## config.mk

```make
export PLATFORM = sky130hd
export DESIGN_NAME = wdog_guard
export DESIGN_NICKNAME = d
export VERILOG_FILES = /design/src/rtl/wdog_pkg.sv /design/src/rtl/wdog_rst_sync.sv /design/src/rtl/wdog_counter.sv /design/src/rtl/wdog_ctrl_reg.sv /design/src/rtl/wdog_reset_route.sv /design/src/rtl/wdog_guard.sv
export SDC_FILE = /design/constraint.sdc
export NUM_CORES = 1
export LEC_CHECK = 0
export ABC_CLOCK_PERIOD_IN_PS = 800
export CORE_UTILIZATION = 55
export DETAILED_ROUTE_END_ITERATION = 6
export DONT_BUFFER_PORTS = 1
export PLACE_DENSITY = 0.7
export SETUP_SLACK_MARGIN = 0.1
export SLEW_MARGIN = 5
export SYNTH_ARGS = -nofsm -noshare
export SYNTH_HDL_FRONTEND = slang
export SYNTH_SLANG_ARGS = --single-unit
```

## constraint.sdc

```tcl
create_clock -name clk -period 0.8 [get_ports clk]
set_clock_uncertainty 0.05 [all_clocks]
set_input_delay 0.08 -clock clk [delete_from_list [all_inputs] [get_ports clk]]
set_output_delay 0.08 -clock clk [all_outputs]
set_load 0.01 [all_outputs]
```

## src/rtl/wdog_pkg.sv

```systemverilog
package wdog_pkg;
  // Bit positions inside the 32-bit control word
  localparam int RUN_BIT     = 16;
  localparam int ARM_BIT     = 17;
  localparam int SYSSEL_BIT  = 18;
  localparam int FAILEN_BIT  = 19;
  localparam int EXPIRED_BIT = 20;
  localparam int KICK_BIT    = 21;
  localparam int ACK_BIT     = 22;

  typedef struct packed {
    logic fail_en;
    logic sys_sel;
    logic rst_arm;
    logic run;
  } wdog_cfg_t;

  localparam wdog_cfg_t CFG_RESET = '{fail_en: 1'b0, sys_sel: 1'b0, rst_arm: 1'b1, run: 1'b0};
endpackage

```

## src/rtl/wdog_rst_sync.sv

```systemverilog
module wdog_rst_sync #(
  parameter int STAGES = 2
) (
  input  logic clk,
  input  logic rst_n,
  output logic srst_n
);
  logic [STAGES-1:0] sync_q;
  logic [STAGES-1:0] sync_d;

  always_comb begin
    sync_d = {sync_q[STAGES-2:0], 1'b1};
  end

  always_ff @(posedge clk or negedge rst_n) begin
    if (!rst_n) sync_q <= '0;
    else        sync_q <= sync_d;
  end

  assign srst_n = sync_q[STAGES-1];
endmodule

```

## src/rtl/wdog_counter.sv

```systemverilog
module wdog_counter #(
  parameter int TIMEOUT_TICKS = 1000,
  localparam int CNT_W = $clog2(TIMEOUT_TICKS + 1)
) (
  input  logic clk,
  input  logic rst_n,
  input  logic run,
  input  logic load,
  output logic expire
);
  localparam logic [CNT_W-1:0] RELOAD = CNT_W'(TIMEOUT_TICKS);

  logic [CNT_W-1:0] cnt_q;
  logic [CNT_W-1:0] cnt_d;
  logic             cnt_ce;

  always_comb begin
    cnt_d  = cnt_q;
    cnt_ce = 1'b0;
    expire = 1'b0;
    if (load) begin
      cnt_d  = RELOAD;
      cnt_ce = 1'b1;
    end else if (run && (cnt_q != '0)) begin
      cnt_d  = cnt_q - 1'b1;
      cnt_ce = 1'b1;
      expire = (cnt_q == CNT_W'(1));
    end
  end

  always_ff @(posedge clk or negedge rst_n) begin
    if (!rst_n)      cnt_q <= '0;
    else if (cnt_ce) cnt_q <= cnt_d;
  end


  reload_chk: assert property (@(posedge clk) disable iff (!rst_n)
    load |=> (cnt_q == RELOAD));


  rest_at_zero_chk: assert property (@(posedge clk) disable iff (!rst_n)
    ((cnt_q == '0) && !load) |=> (cnt_q == '0));
endmodule

```

## src/rtl/wdog_ctrl_reg.sv

```systemverilog
module wdog_ctrl_reg
  import wdog_pkg::*;
(
  input  logic        clk,
  input  logic        rst_n,
  input  logic        wr_en,
  input  logic [31:0] wr_data,
  input  logic        expire,
  output logic [31:0] rd_data,
  output wdog_cfg_t   cfg,
  output logic        expired,
  output logic        load
);
  wdog_cfg_t cfg_q, cfg_d;
  logic      cfg_ce;
  logic      expired_q, expired_d;
  logic      ack;
  logic      unused_wr_bits;

  assign unused_wr_bits = ^{wr_data[31:23], wr_data[EXPIRED_BIT], wr_data[15:0]};

  always_comb begin
    cfg_ce = wr_en;
    cfg_d  = '{fail_en: wr_data[FAILEN_BIT], sys_sel: wr_data[SYSSEL_BIT],
               rst_arm: wr_data[ARM_BIT],   run:     wr_data[RUN_BIT]};
    ack    = wr_en && wr_data[ACK_BIT];
    load   = wr_en && (wr_data[KICK_BIT] || (wr_data[RUN_BIT] && !cfg_q.run));
    if (expire)   expired_d = 1'b1;
    else if (ack) expired_d = 1'b0;
    else          expired_d = expired_q;
  end

  always_ff @(posedge clk or negedge rst_n) begin
    if (!rst_n) begin
      cfg_q     <= CFG_RESET;
      expired_q <= 1'b0;
    end else begin
      if (cfg_ce) cfg_q <= cfg_d;
      expired_q <= expired_d;
    end
  end

  always_comb begin
    rd_data              = '0;
    rd_data[RUN_BIT]     = cfg_q.run;
    rd_data[ARM_BIT]     = cfg_q.rst_arm;
    rd_data[SYSSEL_BIT]  = cfg_q.sys_sel;
    rd_data[FAILEN_BIT]  = cfg_q.fail_en;
    rd_data[EXPIRED_BIT] = expired_q;
  end

  assign cfg     = cfg_q;
  assign expired = expired_q;


  sticky_flag_chk: assert property (@(posedge clk) disable iff (!rst_n)
    (expired_q && !(wr_en && wr_data[ACK_BIT])) |=> expired_q);


  idle_no_expiry_chk: assert property (@(posedge clk) disable iff (!rst_n)
    !cfg_q.run |=> !$rose(expired_q));
endmodule

```

## src/rtl/wdog_reset_route.sv

```systemverilog
module wdog_reset_route
  import wdog_pkg::*;
(
  input  logic      clk,
  input  logic      rst_n,
  input  logic      expire,
  input  wdog_cfg_t cfg,
  input  logic      expired,
  output logic      sys_rst_req,
  output logic      loc_rst_req,
  output logic      board_fail
);
  logic sys_q, sys_d;
  logic loc_q, loc_d;
  logic unused_cfg;

  assign unused_cfg = cfg.run;

  always_comb begin
    loc_d = expire && cfg.rst_arm;
    sys_d = expire && cfg.rst_arm && cfg.sys_sel;
  end

  always_ff @(posedge clk or negedge rst_n) begin
    if (!rst_n) begin
      sys_q <= 1'b0;
      loc_q <= 1'b0;
    end else begin
      sys_q <= sys_d;
      loc_q <= loc_d;
    end
  end

  assign sys_rst_req = sys_q;
  assign loc_rst_req = loc_q;
  assign board_fail  = expired && cfg.fail_en;


  sys_implies_loc_chk: assert property (@(posedge clk) disable iff (!rst_n)
    sys_rst_req |-> loc_rst_req);


  single_pulse_chk: assert property (@(posedge clk) disable iff (!rst_n)
    loc_rst_req |=> !loc_rst_req);


  disarmed_quiet_chk: assert property (@(posedge clk) disable iff (!rst_n)
    !cfg.rst_arm |=> !loc_rst_req);
endmodule

```

## src/rtl/wdog_guard.sv

```systemverilog
module wdog_guard
  import wdog_pkg::*;
#(
  parameter int TIMEOUT_TICKS = 1000
) (
  input  logic        clk,
  input  logic        rst_n,
  input  logic        reg_wr,
  input  logic [31:0] reg_wdata,
  output logic [31:0] reg_rdata,
  output logic        sys_rst_req,
  output logic        loc_rst_req,
  output logic        board_fail
);
  logic      srst_n;
  logic      expire;
  logic      load;
  logic      expired;
  wdog_cfg_t cfg;

  wdog_rst_sync #(.STAGES(2)) u_rst_sync (
    .clk    (clk),
    .rst_n  (rst_n),
    .srst_n (srst_n)
  );

  wdog_ctrl_reg u_ctrl (
    .clk     (clk),
    .rst_n   (srst_n),
    .wr_en   (reg_wr),
    .wr_data (reg_wdata),
    .expire  (expire),
    .rd_data (reg_rdata),
    .cfg     (cfg),
    .expired (expired),
    .load    (load)
  );

  wdog_counter #(.TIMEOUT_TICKS(TIMEOUT_TICKS)) u_cnt (
    .clk    (clk),
    .rst_n  (srst_n),
    .run    (cfg.run),
    .load   (load),
    .expire (expire)
  );

  wdog_reset_route u_route (
    .clk         (clk),
    .rst_n       (srst_n),
    .expire      (expire),
    .cfg         (cfg),
    .expired     (expired),
    .sys_rst_req (sys_rst_req),
    .loc_rst_req (loc_rst_req),
    .board_fail  (board_fail)
  );


  reset_quiet_chk: assert property (@(posedge clk)
    !srst_n |-> (!sys_rst_req && !loc_rst_req && !board_fail));
endmodule

```

==> results of run 1 <==
[metal layers]
metal / routed length (um) / share of wire / global-route usage
met3: 193 / 0.071 / 0.0615
met4: 62 / 0.023 / 0.0571
met5: 0 / 0 / 0
met2: 1490 / 0.55 / 0.414
met1: 986 / 0.36 / 0.278
[through the flow]
| stage | power (uW) | util | cell area [um2] | setup WS, ps |
|---|---|---|---|---|
| 2_1_floorplan | 1760 | - | 1220 | -899 |
| 3_3_place_gp | 2020 | 0.689 | 1250 | -902 |
| 3_5_place_dp | 2050 | 0.689 | 1250 | -943 |
| 4_1_cts | 2710 | 0.801 | 1460 | -945 |
| 5_1_grt | 3120 | 0.863 | 1570 | -1030 |
| 6_report | 2970 | 0.863 | 1570 | -1000 |
[report_power, final]
part           leakage, uW  switching (uW)  internal, uW
combinational     0.000472             601           643
clock            0.0000177             298           187
sequential        0.000217             146          1090
total             0.000706            1050          1920
[cells in the final DEF (no fill, tap or decap), types with 2 or more instances in the layout]
master | netlist | routed
a21oi_1 | 3 | 2
buf_4 | 29 | 26
buf_6 | 0 | 13
clkbuf_4 | 0 | 3
conb_1 | 2 | 28
dfrtp_1 | 18 | 18
dlygate4sd3_1 | 0 | 2
inv_2 | 0 | 2
mux2_2 | 4 | 3
nand2_1 | 8 | 7
nand3_1 | 4 | 2
nor2_1 | 4 | 4
nor2b_1 | 2 | 2
nor3_4 | 0 | 3
nor4_1 | 3 | 2
o21ai_0 | 3 | 2
o31ai_1 | 3 | 3
or3_4 | 1 | 2
or4_1 | 2 | 2
xnor2_1 | 4 | 4
[kinds of logic after synthesis]
kind of cell / after synthesis / synth area share
buffers and inverters: 32 / 0.205
other: 2 / 0.00674
multiplexers: 4 / 0.0404
AND/OR/NAND/NOR: 36 / 0.180
XOR/XNOR: 4 / 0.0314
adder cells (fa/ha/maj): 2 / 0.0224
flip-flops: 19 / 0.428
AO/OA/AOI/OAI: 14 / 0.0864
[worst max path at each step]
stage                                     startpoint                    endpoint  cells past startpoint
after floorplan           u_cnt.cnt_q[6]$_DFFE_PN0P_  u_cnt.cnt_q[9]$_DFFE_PN0P_                      4
after global placement    u_cnt.cnt_q[0]$_DFFE_PN0P_  u_cnt.cnt_q[7]$_DFFE_PN0P_                      6
after detailed placement  u_cnt.cnt_q[6]$_DFFE_PN0P_  u_cnt.cnt_q[5]$_DFFE_PN0P_                      6
after CTS                 u_cnt.cnt_q[4]$_DFFE_PN0P_  u_cnt.cnt_q[9]$_DFFE_PN0P_                      4
after global routing      u_cnt.cnt_q[8]$_DFFE_PN0P_  u_cnt.cnt_q[1]$_DFFE_PN0P_                      4
final                     u_cnt.cnt_q[6]$_DFFE_PN0P_  u_cnt.cnt_q[9]$_DFFE_PN0P_                      4
[what timing repair did]
item                                    4_1_cts  5_1_grt
resized for setup                            23       15
endpoints found under the setup margin       25       25
pin swaps                                     9       10
buffers inserted                              8        6
cloned                                        0        0
hold endpoints to repair                      9        8
[sequential cells by signal, indices dropped and copies added, names as in the netlist]
signal / cells
u_cnt.cnt_q: 10
u_ctrl.cfg: 4
u_ctrl.expired: 1
u_route.loc_rst_req: 1
u_route.sys_rst_req: 1
u_rst_sync.sync_q: 2
[area by class of cell]
type | count | area, um2 | area share
multi-input combinational | 88 | 646 | 0.411
sequential | 19 | 477 | 0.304
timing repair buffer | 42 | 382 | 0.243
tap | 25 | 31.3 | 0.0199
clock buffer | 3 | 22.5 | 0.0143
inverter | 2 | 7.51 | 0.00478
clock inverter | 1 | 5.00 | 0.00319
==> flow_summary.yaml, run 1 <==
outcome:
  status: "finished, violations left"
  failed_checks: "hold timing, setup timing"
synthesis:
  avgSynthCellArea_um2: 9.87
  synth-seq-cells: 19
  synth_most_common_cell: "buf_4"
  ys_types: 30
  synth_area_leaders: "dfrtp_1 40%, buf_4 20%, mux2_2 4.0%, xnor2_1 3.1%, nand2_1 2.7%"
  post-synth-top-area-cell: "dfrtp_1"
  synth_cells: 113
  synth_common_cells: "29 x buf_4, 18 x dfrtp_1, 8 x nand2_1"
  synth_area_um2: 1110
  synth_edf_count: 0
  yosys_warnings: 0
  seq_area_frac_synth: 0.428
  synth-main-ff-cell: "dfrtp_1"
  synth_top_cell_area_share: 0.404
  async_reset_ff_frac: 1.00
sta:
  rsz0062_at_grt: "yes"
  finalWorstPathRequiredPeriod_ps: 1800
  setup_viol: 25
  fmax_ghz: 0.555
  slew_viol_final: 0
  setup_slack_ps: -1000
  min_period_over_period: 2.25
  setup_tns_ps: -12970
  fin_hold_ws_ps: -135
  hold_violations: 7
pwr:
  ir_drop_mv: 1.81
  p_leak_uw: 0.000706
  p_per_area_nw_per_um2: 1890
job:
  maxCapViolCount: 0
worst_setup_path:
  worstSetupEndpointType: "register"
  worstPathArrival_ps: 2000
  r2r_end: "u_cnt.cnt_q[9]$_DFFE_PN0P_"
  crit_type: "register to register"
  crit_buf_inv: 0
  cpMostUsedCell: "or3_4"
  cpPeakStageDelay_ps: 420
  r2r-start: "u_cnt.cnt_q[6]$_DFFE_PN0P_"
  crit_required_ps: 1000
  crit_family: "simple AND/OR/NAND/NOR gates"
  cp_max_fo: 6
  worstPathCellList: "or3_4, or3_4, or4_1, nand3_1"
  reg2reg_slack_ps: -1000
  critPathSlowestCell: "or3_4"
  rr_worst_depth: 4
  start_kind: "register"
cts:
  clock_latency_ps: 310
  cts_buffer_depth: 2
  clk_pin_slew_ps: 110
  clock_sinks: 19
  cts_made_buffers: 3
  cts-root-buf: "clkbuf_4"
  htree_levels: 1
  hold_buffers: 2
  cts_tree: "built"
grt:
  grt_overflow: 0
  grt_pass1_vias: 810
  grt_max_degree: 18
  grt_usage: 0.232
  grt_pass1_wl_um: 3540
  antenna_found_initial: 0
placed_design:
  io_buffers: 0
  gp_congestion: 0.744
  dpl.cell_count: 162
  dp_hpwl_um: 1490
finish:
  drive_above_1_share: 0.439
  synthToLayoutAreaGrowth_pct: 40.9
  fin_cells: 180
  final_nets: 193
  diodes: 0
  fillCellCount: 94
die:
  die_h_um: 47.0
  chipWidth_um: 47.0
  pin_count: 70
  rows: 15
  die-area_um2: 2210
  start_util: 0.612
  core_area_um2: 1820
routing:
  vias: 940
  drt-initial-drc-count: 16
  first_pass_iters: 4
  post_drt_wl_per_cell_um: 15.2
  drc: 0
  ant_nets: 0
  route.final.wire_length_um: 2740
  via_per_inst: 5.22
min_path:
  worstHoldStart: "reg_wdata[19]"
  min_path_cells: 1
  min_to: "u_ctrl.cfg[3]$_DFFE_PN0P_"
  hold_class: "input port to register"
No activity file was read; power rests on OpenSTA's default activity.
==> inputs of run 2 (changes only) <==
--- a/config.mk
+++ b/config.mk
@@ -14,4 +14,5 @@
 export SLEW_MARGIN = 5
 export SYNTH_ARGS = -nofsm -noshare
 export SYNTH_HDL_FRONTEND = slang
+export SYNTH_HIERARCHICAL = 1
 export SYNTH_SLANG_ARGS = --single-unit
==> flow_summary.yaml, run 2 <==
outcome:
  status: "finished, violations left"
  failed_checks: "hold timing, setup timing"
min_path:
  hold_class: "input port to register"
  min_to: "u_ctrl/cfg[2]$_DFFE_PN0P_"
  worstHoldStart: "reg_wdata[18]"
  min_path_cells: 1
cts:
  cts_buffer_depth: 2
  clock_latency_ps: 310
  htree_levels: 1
  clock_sinks: 19
  hold_buffers: 3
  cts-root-buf: "clkbuf_4"
  clk_pin_slew_ps: 120
  cts_made_buffers: 3
  cts_tree: "built"
placed_design:
  gp_congestion: 0.812
  post_dp_cell_area_um2: 1280
  dpl.cell_count: 164
  dp_hpwl_um: 1650
  io_buffers: 0
worst_setup_path:
  start_kind: "register"
  crit_required_ps: 980
  r2r-start: "u_cnt/cnt_q[8]$_DFFE_PN0P_"
  rr_worst_depth: 3
  crit_type: "register to register"
  cp_max_fo: 7
  worstPathArrival_ps: 1900
  worstSetupEndpointType: "register"
  reg2reg_slack_ps: -920
  r2r_end: "u_cnt/cnt_q[9]$_DFFE_PN0P_"
pwr:
  combPwrFrac: 0.448
  ir_drop_mv: 1.71
  power_switching_uw: 1170
  internal_power_uw: 2070
  seqPwrFrac: 0.393
  total_power_uw: 3240
  switching_share: 0.361
  p_per_area_nw_per_um2: 2190
  clockPowerShare: 0.159
  p_leak_uw: 0.000679
finish:
  synthToLayoutAreaGrowth_pct: 26.1
  largest_reg_flops: 10
  post-route-util: 0.747
  fin_cells: 179
  final_cell_mix: "28 x conb_1, 25 x buf_4, 15 x dfrtp_1, 9 x buf_6, 6 x nor2_1"
  final_nets: 190
  fin_area_um2: 1480
  drive_above_1_share: 0.414
  top_register: "u_cnt/cnt_q"
  final_common_cell: "conb_1"
  fillCellCount: 134
  seq_area_um2: 480
  diodes: 0
  multiInputGateArea_um2: 603
sta:
  slew_viol_final: 0
  min_period_over_period: 2.15
  fin_hold_ws_ps: -140
  hold_violations: 6
  rsz0062_at_grt: "yes"
  setup_slack_ps: -922
  setup_tns_ps: -12760
  setup_viol: 25
  finalWorstPathRequiredPeriod_ps: 1720
  fmax_ghz: 0.581
synthesis:
  synth_xor_area_frac: 0.00745
  async_reset_ff_frac: 1.00
  avgSynthCellArea_um2: 9.87
  synth_mux_area_frac: 0.0554
  synth_common_cells: "32 x buf_4, 18 x dfrtp_1, 7 x nor2_1"
  synth_area_leaders: "dfrtp_1 38%, buf_4 20%, mux2_2 3.8%, dfstp_2 2.2%, nor2_1 2.2%"
  synth_top_family_by_area: "buffers and inverters"
  ys_types: 38
  synthAdderAreaFrac: 0.0213
  synth-main-ff-cell: "dfrtp_1"
  seq_area_frac_synth: 0.406
  synth_top_cell_area_share: 0.383
  post-synth-top-area-cell: "dfrtp_1"
  synth-compound-area-share: 0.0980
  synth_edf_count: 0
  yosys_warnings: 6
  synthSimpleGateAreaFrac: 0.176
  synth_area_um2: 1170
  synth-seq-cells: 19
  synth_most_common_cell: "buf_4"
  synth_cells: 119
die:
  die_h_um: 48.2
  die-area_um2: 2330
  chipWidth_um: 48.2
  rows: 16
  pin_count: 70
  start_util: 0.593
  core_area_um2: 1980
grt:
  grt_usage: 0.229
  grt_max_degree: 13
  grt_pass1_vias: 871
  grt_pass1_wl_um: 3620
  antenna_found_initial: 0
  grt_overflow: 0
routing:
  first_pass_iters: 4
  vias: 883
  route.final.wire_length_um: 2490
  drc: 0
  drt-initial-drc-count: 11
  ant_nets: 0
  via_per_inst: 4.93
  post_drt_wl_per_cell_um: 13.9
job:
  maxCapViolCount: 0
[run 2: stage by stage]
step / hold slack [ps] / setup WS [ps]
4_1_cts: -142 / -922
2_1_floorplan: -266 / -903
3_3_place_gp: -266 / -847
5_1_grt: -155 / -947
6_report: -140 / -922
3_5_place_dp: -266 / -913
[run 2: per-layer routing]
| metal | routed length (um) | track usage |
|---|---|---|
| met2 | 1380 | 0.435 |
| met5 | 0 | 0 |
| met1 | 989 | 0.256 |
| met3 | 89 | 0.0222 |
| met4 | 37 | 0.100 |
[run 2: how the worst max path moves through the flow]
stage,depth (start not counted),startpoint,to
after floorplan,4,u_cnt/cnt_q[8]$_DFFE_PN0P_,u_cnt/cnt_q[9]$_DFFE_PN0P_
after global placement,6,u_cnt/cnt_q[1]$_DFFE_PN0P_,u_cnt/cnt_q[0]$_DFFE_PN0P_
after detailed placement,6,u_cnt/cnt_q[1]$_DFFE_PN0P_,u_cnt/cnt_q[0]$_DFFE_PN0P_
after CTS,3,u_cnt/cnt_q[8]$_DFFE_PN0P_,u_cnt/cnt_q[9]$_DFFE_PN0P_
after global routing,3,u_cnt/cnt_q[8]$_DFFE_PN0P_,u_cnt/cnt_q[9]$_DFFE_PN0P_
final,3,u_cnt/cnt_q[8]$_DFFE_PN0P_,u_cnt/cnt_q[9]$_DFFE_PN0P_
[run 2: critical path, cell delays in order, from the launching register on]
cell      delay [ps]
dfrtp_1          390
or4_4            610
or4_4            500
o211ai_1          90
[run 2: power groups by stage]
| stage | clock (uW) | combinational (uW) | sequential [uW] |
|---|---|---|---|
| final | 516 | 1450 | 1270 |
| after global routing | 562 | 1580 | 1290 |
| after CTS | 532 | 1340 | 1270 |
| after detailed placement | 0 | 1170 | 1290 |
| after global placement | 0 | 1130 | 1270 |
| after floorplan | 0 | 730 | 1340 |
[run 2: what timing repair did]
item	CTS	global route
endpoints found under the setup margin	25	25
hold endpoints to repair	7	6
buffers inserted	7	4
gates resized for setup	12	10
pin swaps	1	6
[run 2: area by class of cell]
class | instances | share of cell area
timing repair buffer | 37 | 0.215
clock inverter | 1 | 0.00507
clock buffer | 3 | 0.0152
inverter | 4 | 0.0101
sequential | 19 | 0.324
multi-input combinational | 88 | 0.407
tap | 27 | 0.0228
[run 2: cell families after synthesis]
family	Yosys count
other	2
buffers and inverters	38
AOI/OAI and AO/OA	15
and+or+nand+nor	36
xor gates and xnor gates	1
DFF	19
muxes	6
adders and majority gates	2
==> inputs of run 3 (changes only) <==
--- a/config.mk
+++ b/config.mk
@@ -9,7 +9,7 @@
 export CORE_UTILIZATION = 55
 export DETAILED_ROUTE_END_ITERATION = 6
 export DONT_BUFFER_PORTS = 1
-export PLACE_DENSITY = 0.7
+export PLACE_DENSITY = 0.78
 export SETUP_SLACK_MARGIN = 0.1
 export SLEW_MARGIN = 5
 export SYNTH_ARGS = -nofsm -noshare
==> flow_summary.yaml, run 3 (synthesis gave the netlist of run 2 again) <==
die:
  die-area_um2: 2330
  pin_count: 70
  start_util: 0.593
  rows: 16
  chipWidth_um: 48.2
  core_area_um2: 1980
  die_h_um: 48.2
sta:
  rsz0062_at_grt: "yes"
  setup_viol: 25
  setup_slack_ps: -964
  fin_hold_ws_ps: -117
  setup_tns_ps: -13340
  hold_violations: 6
  min_period_over_period: 2.20
  fmax_ghz: 0.567
  slew_viol_final: 0
  finalWorstPathRequiredPeriod_ps: 1760
finish:
  final_cell_mix: "29 x buf_4, 28 x conb_1, 15 x dfrtp_1, 10 x buf_6, 7 x nor2_1"
  fin_cells: 185
  multiInputGateArea_um2: 638
  post-route-util: 0.794
  drive_above_1_share: 0.456
  fillCellCount: 113
  seq_area_um2: 480
  top_register: "u_cnt/cnt_q"
  largest_reg_flops: 10
  synthToLayoutAreaGrowth_pct: 34.0
  final_nets: 196
  final_common_cell: "buf_4"
  diodes: 0
cts:
  cts_buffer_depth: 2
  htree_levels: 1
  cts-root-buf: "clkbuf_4"
  cts_tree: "built"
  clk_pin_slew_ps: 110
  cts_made_buffers: 3
  clock_latency_ps: 290
  clock_sinks: 19
  hold_buffers: 3
outcome:
  failed_checks: "hold timing, setup timing"
  status: "finished, violations left"
worst_setup_path:
  worstPathArrival_ps: 1930
  worstSetupEndpointType: "register"
  crit_required_ps: 970
  crit_family: "simple AND/OR/NAND/NOR gates"
  cpPeakStageDelay_ps: 570
  critPathSlowestCell: "or4_4"
  cp_max_fo: 3
  crit_type: "register to register"
  worst-path-stages: 3
  worstPathCellList: "or4_4, or4_1, o211ai_1"
  start_kind: "register"
  crit_buf_inv: 0
  rr_worst_depth: 3
routing:
  post_drt_wl_per_cell_um: 14.8
  first_pass_iters: 4
  ant_nets: 0
  vias: 961
  drc: 0
  drt-initial-drc-count: 25
  via_per_inst: 5.19
  route.final.wire_length_um: 2730
placed_design:
  io_buffers: 0
  dp_hpwl_um: 1750
  gp_congestion: 0.807
  dpl.cell_count: 169
grt:
  grt_overflow: 0
  antenna_found_initial: 0
  grt_pass1_wl_um: 3950
  grt_max_degree: 11
  grt_pass1_vias: 904
  grt_usage: 0.248
job:
  maxCapViolCount: 0
pwr:
  p_leak_uw: 0.000720
  p_per_area_nw_per_um2: 2110
  ir_drop_mv: 1.60
min_path:
  hold_class: "input port to register"
  min_path_cells: 1
## run 3: per-stage QoR
step | instance area, um2 | total power (uW) | worst slack, ps
CTS | 1510 | 3140 | -926
global route | 1570 | 3510 | -1020
global placement | 1320 | 2430 | -850
finish | 1570 | 3320 | -964
floorplan | 1320 | 2070 | -903
detailed placement | 1320 | 2510 | -903
## run 3: power breakdown
part           total (uW)  internal [uW]  switching [uW]
registers            1280           1120             154
logic                1550            773             779
clock network         487            194             294
## run 3: final cells by class
type,count,share of cell area
multi-input cells,88,0.405
flip-flops and latches,19,0.305
repair buffers,43,0.242
well taps,27,0.0215
clock buffers,4,0.0167
inverters,4,0.00954
## run 3: per-layer routing
| layer | up-vias | wire length, um | global-route usage |
|---|---|---|---|
| li1 | 429 | - | - |
| met1 | 470 | 1100 | 0.276 |
| met2 | 56 | 1440 | 0.448 |
| met3 | 6 | 168 | 0.0519 |
| met4 | 0 | 25 | 0.117 |
| met5 | - | 0 | 0 |
## run 3: path summary, 6_finish.rpt
check	to	slack, ps	startpoint
worst max-delay path	u_cnt/cnt_q[9]$_DFFE_PN0P_	-960	u_cnt/cnt_q[7]$_DFFE_PN0P_
min in group asynchronous	u_rst_sync/sync_q[1]$_DFF_PN0_	-50	rst_n
max in group asynchronous	u_ctrl/cfg[1]$_DFFE_PN1P_	310	u_rst_sync/sync_q[1]$_DFF_PN0_
worst max register to register	u_cnt/cnt_q[9]$_DFFE_PN0P_	-960	u_cnt/cnt_q[7]$_DFFE_PN0P_
worst min-delay path	u_ctrl/cfg[3]$_DFFE_PN0P_	-120	reg_wdata[19]
worst min register to register	u_ctrl/cfg[0]$_DFFE_PN0P_	0	u_rst_sync/sync_q[1]$_DFF_PN0_
## run 3: timing repair
item                                    4_1_cts  5_1_grt
pin swaps                                     7        3
resized for setup                            16       13
endpoints found under the setup margin       25       25
endpoints found under the hold margin         7        6
buffers inserted                              7        4
